**src/rtl/adc_pwr_pkg.sv**
```systemverilog
package adc_pwr_pkg;

  localparam logic [1:0] MODE_RUN  = 2'b00;
  localparam logic [1:0] MODE_NAP  = 2'b01;
  localparam logic [1:0] MODE_DEEP = 2'b10;
  localparam logic [1:0] MODE_RSV  = 2'b11;

  typedef enum logic [2:0] {
    ST_RUN   = 3'd0,
    ST_DRAIN = 3'd1,
    ST_NAP   = 3'd2,
    ST_SETUP = 3'd3,
    ST_DEEP  = 3'd4,
    ST_WAKE  = 3'd5
  } pwr_state_e;

  // cycles = ceil(amount * clk_hz / per_sec), never below one
  function automatic longint ceil_cycles(longint amount, longint per_sec, longint clk_hz);
    longint c;
    c = (amount * clk_hz + per_sec - 1) / per_sec;
    if (c < 1) c = 1;
    return c;
  endfunction

endpackage

```
**src/rtl/adc_pwr_reqlatch.sv**
```systemverilog
module adc_pwr_reqlatch
  import adc_pwr_pkg::*;
(
  input  logic       clk,
  input  logic       rst,
  input  logic       req_valid,
  input  logic [1:0] req_mode,
  output logic       accept,
  output logic [1:0] want
);

  logic [1:0] held_q;

  assign accept = req_valid && (req_mode != MODE_RSV);
  assign want   = accept ? req_mode : held_q;

  always_ff @(posedge clk) begin
    if (rst) held_q <= MODE_RUN;
    else if (accept) held_q <= req_mode;
  end

  // a reserved code leaves the stored request untouched
  p_rsv_ignored_r2: assert property (@(posedge clk) disable iff (rst)
    (req_valid && req_mode == MODE_RSV) |=> (held_q == $past(held_q)));

endmodule

```
**src/rtl/adc_pwr_timer.sv**
```systemverilog
module adc_pwr_timer #(
  parameter int CW      = 8,
  parameter int RST_VAL = 1
) (
  input  logic          clk,
  input  logic          rst,
  input  logic          load,
  input  logic [CW-1:0] load_val,
  output logic          done
);

  localparam logic [CW-1:0] RV  = CW'(RST_VAL);
  localparam logic [CW-1:0] ONE = CW'(1);

  logic [CW-1:0] cnt_q;

  always_ff @(posedge clk) begin
    if (rst) cnt_q <= RV;
    else if (load) cnt_q <= load_val;
    else if (cnt_q != '0) cnt_q <= cnt_q - ONE;
  end

  assign done = (cnt_q == ONE);

  // a countdown is never started at zero
  p_load_nonzero_r12: assert property (@(posedge clk) disable iff (rst)
    load |-> (load_val != '0));

  // after done the counter has run out
  p_done_then_idle_r12: assert property (@(posedge clk) disable iff (rst)
    (done && !load) |=> !done);

endmodule

```
**src/rtl/adc_pwr_seq.sv**
```systemverilog
module adc_pwr_seq
  import adc_pwr_pkg::*;
#(
  parameter longint CLK_HZ         = 50_000_000,
  parameter int     NAP_WAKE_NS    = 200,
  parameter int     SLEEP_SETUP_NS = 10,
  parameter int     SLEEP_WAKE_US  = 160_000
) (
  input  logic       clk,
  input  logic       rst,
  input  logic       req_valid,
  input  logic [1:0] req_mode,
  input  logic       conv_busy,
  input  logic       conv_cs_n,
  output logic       cs_grant,
  output logic       adc_cs_n,
  output logic       adc_shdn_n,
  output logic       ready
);

  localparam int NAP_CYC = int'(ceil_cycles(longint'(NAP_WAKE_NS), 64'd1_000_000_000, CLK_HZ));
  localparam int SET_CYC = int'(ceil_cycles(longint'(SLEEP_SETUP_NS), 64'd1_000_000_000, CLK_HZ));
  localparam int SLP_CYC = int'(ceil_cycles(longint'(SLEEP_WAKE_US), 64'd1_000_000, CLK_HZ));
  localparam int MAX_CYC = (SLP_CYC > NAP_CYC) ?
                           ((SLP_CYC > SET_CYC) ? SLP_CYC : SET_CYC) :
                           ((NAP_CYC > SET_CYC) ? NAP_CYC : SET_CYC);
  localparam int CW      = $clog2(MAX_CYC + 1);
  localparam logic [CW-1:0] NAP_V = CW'(NAP_CYC);
  localparam logic [CW-1:0] SET_V = CW'(SET_CYC);
  localparam logic [CW-1:0] SLP_V = CW'(SLP_CYC);

  pwr_state_e    state_q, state_d;
  logic          shdn_q, shdn_d;
  logic          own_q, own_d;
  logic          rdy_q, rdy_d;
  logic          gnt_q, gnt_d;
  logic          deep_q, deep_d;
  logic          tm_load;
  logic [CW-1:0] tm_val;
  logic          tm_done;
  logic          accept;
  logic [1:0]    want;

  adc_pwr_reqlatch u_req (
    .clk       (clk),
    .rst       (rst),
    .req_valid (req_valid),
    .req_mode  (req_mode),
    .accept    (accept),
    .want      (want)
  );

  adc_pwr_timer #(.CW(CW), .RST_VAL(SLP_CYC)) u_tmr (
    .clk      (clk),
    .rst      (rst),
    .load     (tm_load),
    .load_val (tm_val),
    .done     (tm_done)
  );

  always_comb begin
    state_d = state_q;
    shdn_d  = shdn_q;
    own_d   = own_q;
    rdy_d   = rdy_q;
    gnt_d   = gnt_q;
    deep_d  = deep_q;
    tm_load = 1'b0;
    tm_val  = SET_V;
    unique case (state_q)
      ST_RUN: begin
        if (want != MODE_RUN) begin
          rdy_d   = 1'b0;
          state_d = ST_DRAIN;
        end
      end
      ST_DRAIN: begin
        if (want == MODE_RUN) begin
          rdy_d   = 1'b1;
          state_d = ST_RUN;
        end else if (!conv_busy) begin
          gnt_d  = 1'b0;
          shdn_d = 1'b0;
          own_d  = 1'b0;
          if (want == MODE_NAP) begin
            state_d = ST_NAP;
          end else begin
            state_d = ST_SETUP;
            tm_load = 1'b1;
            tm_val  = SET_V;
          end
        end
      end
      ST_NAP: begin
        if (want == MODE_RUN) begin
          shdn_d  = 1'b1;
          own_d   = 1'b1;
          state_d = ST_WAKE;
          tm_load = 1'b1;
          tm_val  = deep_q ? SLP_V : NAP_V;
        end else if (want == MODE_DEEP) begin
          own_d   = 1'b1;
          deep_d  = 1'b1;
          state_d = ST_DEEP;
        end
      end
      ST_SETUP: begin
        if (tm_done) begin
          own_d   = 1'b1;
          deep_d  = 1'b1;
          state_d = ST_DEEP;
        end
      end
      ST_DEEP: begin
        if (want == MODE_RUN) begin
          shdn_d  = 1'b1;
          state_d = ST_WAKE;
          tm_load = 1'b1;
          tm_val  = SLP_V;
        end else if (want == MODE_NAP) begin
          own_d   = 1'b0;
          state_d = ST_NAP;
        end
      end
      ST_WAKE: begin
        if (tm_done) begin
          deep_d = 1'b0;
          if (want == MODE_RUN) begin
            rdy_d   = 1'b1;
            gnt_d   = 1'b1;
            state_d = ST_RUN;
          end else begin
            shdn_d = 1'b0;
            own_d  = 1'b0;
            if (want == MODE_NAP) begin
              state_d = ST_NAP;
            end else begin
              state_d = ST_SETUP;
              tm_load = 1'b1;
              tm_val  = SET_V;
            end
          end
        end
      end
      default: state_d = ST_WAKE;
    endcase
  end

  always_ff @(posedge clk) begin
    if (rst) begin
      state_q <= ST_WAKE;
      shdn_q  <= 1'b1;
      own_q   <= 1'b1;
      rdy_q   <= 1'b0;
      gnt_q   <= 1'b0;
      deep_q  <= 1'b0;
    end else begin
      state_q <= state_d;
      shdn_q  <= shdn_d;
      own_q   <= own_d;
      rdy_q   <= rdy_d;
      gnt_q   <= gnt_d;
      deep_q  <= deep_d;
    end
  end

  assign ready      = rdy_q;
  assign cs_grant   = gnt_q;
  assign adc_shdn_n = shdn_q;
  assign adc_cs_n   = gnt_q ? conv_cs_n : own_q;

  // cycles spent with shutdown released, saturating
  localparam int AW = $clog2(NAP_CYC + 1);
  localparam logic [AW-1:0] AWAKE_MAX = AW'(NAP_CYC);
  logic [AW-1:0] awake_q;
  always_ff @(posedge clk) begin
    if (rst || !shdn_q) awake_q <= '0;
    else if (awake_q != AWAKE_MAX) awake_q <= awake_q + AW'(1);
  end

  // ready only rises after the shortest wake interval
  p_wake_window_r6: assert property (@(posedge clk) disable iff (rst)
    $rose(rdy_q) |-> (int'(awake_q) >= NAP_CYC - 1));

  // a standby request accepted while running drops ready at once
  p_ready_drop_r10: assert property (@(posedge clk) disable iff (rst)
    (state_q == ST_RUN && accept && req_mode != MODE_RUN) |=> !rdy_q);

  // chip-select rises in standby only when shutdown was already low
  p_deep_order_r4: assert property (@(posedge clk) disable iff (rst)
    $rose(own_q) |-> $past(!shdn_q));

  // shutdown always falls with chip-select held low
  p_shdn_cs_low_r3: assert property (@(posedge clk) disable iff (rst)
    $fell(shdn_q) |-> !own_q);

  // the conversion controller is granted only while powered
  p_grant_awake_r11: assert property (@(posedge clk) disable iff (rst)
    (gnt_q || rdy_q) |-> shdn_q);

endmodule

```
**config.mk**
```make
export PLATFORM = sky130hd
export DESIGN_NAME = adc_pwr_seq
export DESIGN_NICKNAME = d
export VERILOG_FILES = /design/src/rtl/adc_pwr_pkg.sv /design/src/rtl/adc_pwr_reqlatch.sv /design/src/rtl/adc_pwr_timer.sv /design/src/rtl/adc_pwr_seq.sv
export SDC_FILE = /design/constraint.sdc
export NUM_CORES = 1
export LEC_CHECK = 0
export ABC_AREA = 1
export BUFFER_PORTS_ARGS = -buffer_cell sky130_fd_sc_hd__buf_2
export CORE_MARGIN = 5
export CORE_UTILIZATION = 61
export DETAILED_ROUTE_END_ITERATION = 16
export GPL_ROUTABILITY_DRIVEN = 0
export MAX_ROUTING_LAYER = met4
export PLACE_DENSITY = 0.79
export REMOVE_ABC_BUFFERS = 1
export SLEW_MARGIN = 0
export SYNTH_ARGS = -nofsm -noshare
export SYNTH_HDL_FRONTEND = slang
export SYNTH_HIERARCHICAL = 1
export SYNTH_SLANG_ARGS = --single-unit
```
**constraint.sdc**
```tcl
create_clock -name clk -period 2.9 [get_ports clk]
set_clock_uncertainty 0.05 [all_clocks]
set_input_delay 0.145 -clock clk [delete_from_list [all_inputs] [get_ports clk]]
set_output_delay 0.145 -clock clk [all_outputs]
set_load 0.005 [all_outputs]
```
Yosys cells after proc, flatten, opt, wreduce, memory -nomap -nowiden. Index checks and enable logic that the tools add are counted.

Bits in registers: 33. Bits of input ports: 7.

Reduce and logical (&&, ||, !) cells: 18. Add/subtract/negate cells: 1. Equal/unequal tests: 24. Multiplexer cells: 48.

Operator list (count): $mux W23 (5); $pmux W23 S2 (1); $mux W3 (10); $mux W1 (24); $ne A2 B2 Y1 const B (12); $eq A23 B1 Y1 const B (1); $reduce_bool A23 Y1 (1); $sub A23 B1 Y23 const B (1); $pmux W3 S6 (1); $pmux W1 S3 (4); $reduce_and A6 Y1 (2); $reduce_and A5 Y1 (2); $ne A3 B3 Y1 const B (3); $reduce_and A9 Y1 (1); $reduce_bool A3 Y1 (3); $eq A3 B2 Y1 const B (2); $eq A3 B3 Y1 const B (2); $reduce_bool A2 Y1 (3); $pmux W1 S5 (1); $reduce_bool A5 Y1 (1); $eq A3 B1 Y1 const B (1); $logic_not A3 Y1 (1); $reduce_and A3 Y1 (1); $eq A2 B1 Y1 const B (1); other kinds (7) (7).

Logic depth before layout (Yosys ltp).
Depth in word-level cells: 9. Gate-level depth with buffers: 14.

By module. The synthesis kept the hierarchy.

Modules (own cells, without submodules): adc_pwr_timer (area each 1463.9 um^2, cells each 238, times used 1); adc_pwr_seq (area each 643.1 um^2, cells each 112, times used 1); adc_pwr_reqlatch (area each 96.3 um^2, cells each 17, times used 1).

Least setup slack after synthesis. No wires, ideal clock.

Path type: register -> register. Start point: register u_tmr.cnt_q[8]. End point: register u_tmr.cnt_q[5]. Stages on the path, launching flop included: 12. Path buffers: 1. Period minus slack after synthesis: 2.311 ns. Library setup time: 0.122 ns. Data arrival time: 2.139 ns. Required time: 2.728 ns. Path slack: 0.589 ns. Cells stage by stage: dfxtp_1 -> nor2_1 -> nand2_1 -> nor2_1 -> nand4_1 -> nor2_1 -> a21oi_1 -> o21ai_1 -> inv_1 -> clkbuf_1 -> o21ai_0 -> a21oi_1.

Cells in the longest elaborated chain, start to end: 4.

RTL lines: start: declaration (line adc_pwr_timer.sv:15) `logic [CW-1:0] cnt_q;`; start signal: assignment (line adc_pwr_timer.sv:19) `else if (load) cnt_q <= load_val;`; start signal: assignment (line adc_pwr_timer.sv:20) `else if (cnt_q != '0) cnt_q <= cnt_q - ONE;`; $eq A23 B1 Y1 (*) (line adc_pwr_timer.sv:23) `assign done = (cnt_q == ONE);`; named net tm_done (line adc_pwr_seq.sv:40) `logic tm_done;`; $mux W1 (*) (line adc_pwr_seq.sv:126) `if (tm_done) begin`; $pmux W1 S3 (*) (line adc_pwr_seq.sv:70) `unique case (state_q)`; named net tm_load (line adc_pwr_seq.sv:38) `logic tm_load;`; $mux W23 or $reduce_bool A2 Y1 (tied branches).

Mark *: on every way through the listed nets, which the timed path passes. The rest lies on a longest branch. A chain may end at the register's enable or synchronous reset.

Worst setup path in the final report.
Start point: register u_tmr.cnt_q[8]. End point: register u_tmr.cnt_q[0].

Same word-level chain as after synthesis.

==> summary.txt <==
Global routing
  – Via count of the first global-routing pass: about 2k
  – Met3 usage: 0.0473
  – Met2 usage: 0.384
  – First-pass GRT wire length: approximately 9000 um
  – GR peak layer: met2
  – Initial antenna violation count: 0
  – Total grt overflow: 0
  – Largest net degree at the start of global routing: 27
  – All-layer global routing usage: 0.228
  – Met1 Use GR: 0.272

Detailed routing
  – Initial DRC Count: between 200 and 250
  – Detail Route Antenna Nets: 0
  – Vias: about 2.2k
  – Vias per cell: 5.11
  – DRC errors left: 0
  – Wirelength per Cell: between 10 and 15 um
  – Final wirelength: a little over 5000 um
  – First-pass iteration count of the detailed router: 4

STA
  – Actual slew at the worst max-slew pin: between 0.5 and 0.6 ns
  – RSZ-0062 raised after global routing: no
  – Slew HR: 0.644
  – Fmax: 0.405 GHz
  – Count of final max-slew check failures: 0
  – Final Hold Fails: 0
  – Final period demand of the worst path: roughly 2.5 ns
  – Final critical-path share of the clock period: 0.852
  – Setup ws final: between 0.4 and 0.5 ns
  – Final setup viols: 0

Final layout
  – ANT cells: 0
  – Post-Layout Inst Area: approximately 0.0024 mm2
  – Synthesis-to-finish area growth: 7.96%
  – Layout Nets: roughly 400
  – Final cell count without fillers: 437
  – Layout cell share with drive strength beyond 1: 0.110
  – Final Util: 0.695

Synth
  – Synthesized area: roughly 0.0022 mm2
  – Post-synthesis area per instance: roughly 6.0 um2
  – Yosys warns: 6
  – Cell count after synthesis: approximately 370

Setup path
  – Critical R2R Capture: u_tmr/cnt_q[0]
  – CP most frequent cell: nor2_1
  – Slowest stage cell, crit path: dfxtp_1
  – Startpoint class of the critical path: flop
  – Worst reg2reg setup slack: 0.43 ns
  – CP Class: flop to flop
  – Worst r2r src: u_tmr/cnt_q[8]
  – WP data arrival: around 2.7 ns
  – CP Capture Type: flop
  – Reg2Reg Depth: 13
  – Chain of cells forming the critical path: nor2_1, nand2_1, nor2_1, nand4_1, nor2_1, buf_4, a21oi_1, o21ai_1, buf_4, nor2_2, inv_1, nor2_1, nor2_1
  – Max FO, Critical Path: 22
  – CP max stage delay: roughly 0.34 ns
  – Crit path required time: around 3.1 ns

Clocking
  – Reg clk slew, reported paths: approximately 0.10 ns
  – Clk Latency, worst-skew pair: 0.34 ns
  – Post-CTS Setup Bufs: 0
  – Maximum clock path buffer count: 2
  – CTS HTree Levels: 2
  – Inserted Clock Buffers: 5
  – CTS tree: built
  – # resized after CTS: 0
  – Hold-fix buffer count after cts: 0
  – Clock sinks: 33
  – Clock root cell: clkbuf_4

Power
  – Lkg Pwr: around 1.2 nW
  – Power density over the cells: 909 mW/mm2
  – Worst ir drop on vdd: between 0.0006 and 0.0007 V

Worst hold path
  – Hold Path Sink: u_req/held_q[1]
  – Hold path depth: 4
  – Min-Delay Startpoint: req_valid
  – Hold Crit Class: input port to flop

Die
  – Starting Density: 0.644
  – I/O pin count: 11
  – # rows: 21
  – Die W: roughly 70 um
  – Core area: 0.00342 mm2
  – Die ar.: between 0.004 and 0.005 mm2
  – Die Y: 70.1 um

Placement
  – Post-place setup slack: ~0.50 ns
  – Post-DP Area: between 0.002 and 0.0025 mm2
  – Post-DP HPWL: 3830 um
  – IO Port Bufs: 10
  – DP Cell Count: 429

Status
  – Status: completed

Flow run
  – Max_cap viols: 0
## placed cells by master (no fill, tap or decap), drive strengths merged
cell type	n
nand3b	1
inv	41
conb	13
nor3b	1
and2	1
nor2	73
a21oi	23
nor3	2
o21ai	15
clkbuf	8
a31oi	2
or2	1
o211ai	1
nand4	6
dfxtp	33
nand3	34
nand2	111
buf	13
ha	2
xnor2	3
xor2	7
## power by group
group | internal (W) | switching, W
Clock | 0.0000966 | 0.000147
Sequential | 0.000601 | 0.000147
Combinational | 0.000416 | 0.000750
## worst max path at each step
| stage | end | slack (ns) | from | depth (start not counted) |
|---|---|---|---|---|
| after floorplan | u_tmr/cnt_q[3] | -0.16 | u_tmr/cnt_q[8] | 10 |
| after global placement | u_tmr/cnt_q[0] | 0.59 | u_tmr/cnt_q[8] | 13 |
| after detailed placement | u_tmr/cnt_q[0] | 0.50 | u_tmr/cnt_q[8] | 13 |
| after CTS | u_tmr/cnt_q[0] | 0.47 | u_tmr/cnt_q[8] | 13 |
| after global routing | u_tmr/cnt_q[5] | 0.09 | u_tmr/cnt_q[8] | 12 |
| final | u_tmr/cnt_q[0] | 0.43 | u_tmr/cnt_q[8] | 13 |
## through the flow
step | total power, W | hold WS [ns] | TNS (ns)
finish | 0.00216 | 0.0757 | 0
global route | 0.00238 | 0.0781 | 0
CTS | 0.00215 | 0.0546 | 0
detailed placement | 0.00190 | 0.399 | 0
global placement | 0.00190 | 0.394 | 0
floorplan | 0.00163 | 0.164 | -1.25
## flip-flops by register name (all words and copies together) (netlist names)
register / flops
deep_q: 1
state_q: 3
own_q: 1
u_req/held_q: 2
ready: 1
u_tmr/cnt_q: 23
cs_grant: 1
adc_shdn_n: 1
## critical path: cells and delay by family (launching register included)
family / cells / cell delay [ns]
AND/OR/NAND/NOR: 8 / 1.20
buffers and inverters: 3 / 0.58
flip-flops: 1 / 0.34
AO/OA/AOI/OAI: 2 / 0.23
## area by class of cell
| cell class | count | area, um2 |
|---|---|---|
| fillers | 332 | 1040 |
| well taps | 46 | 57.6 |
| flip-flops and latches | 33 | 661 |
| clock buffers | 8 | 48.8 |
| inverters | 41 | 154 |
| repair buffers | 13 | 72.6 |
| multi-input cells | 296 | 1380 |
## per-layer routing
| metal | wire length, um | share of wire |
|---|---|---|
| met5 | 0 | 0 |
| met4 | 72 | 0.014 |
| met3 | 238 | 0.047 |
| met2 | 2460 | 0.48 |
| met1 | 2310 | 0.46 |
No activity file was read; power rests on OpenSTA's default activity.
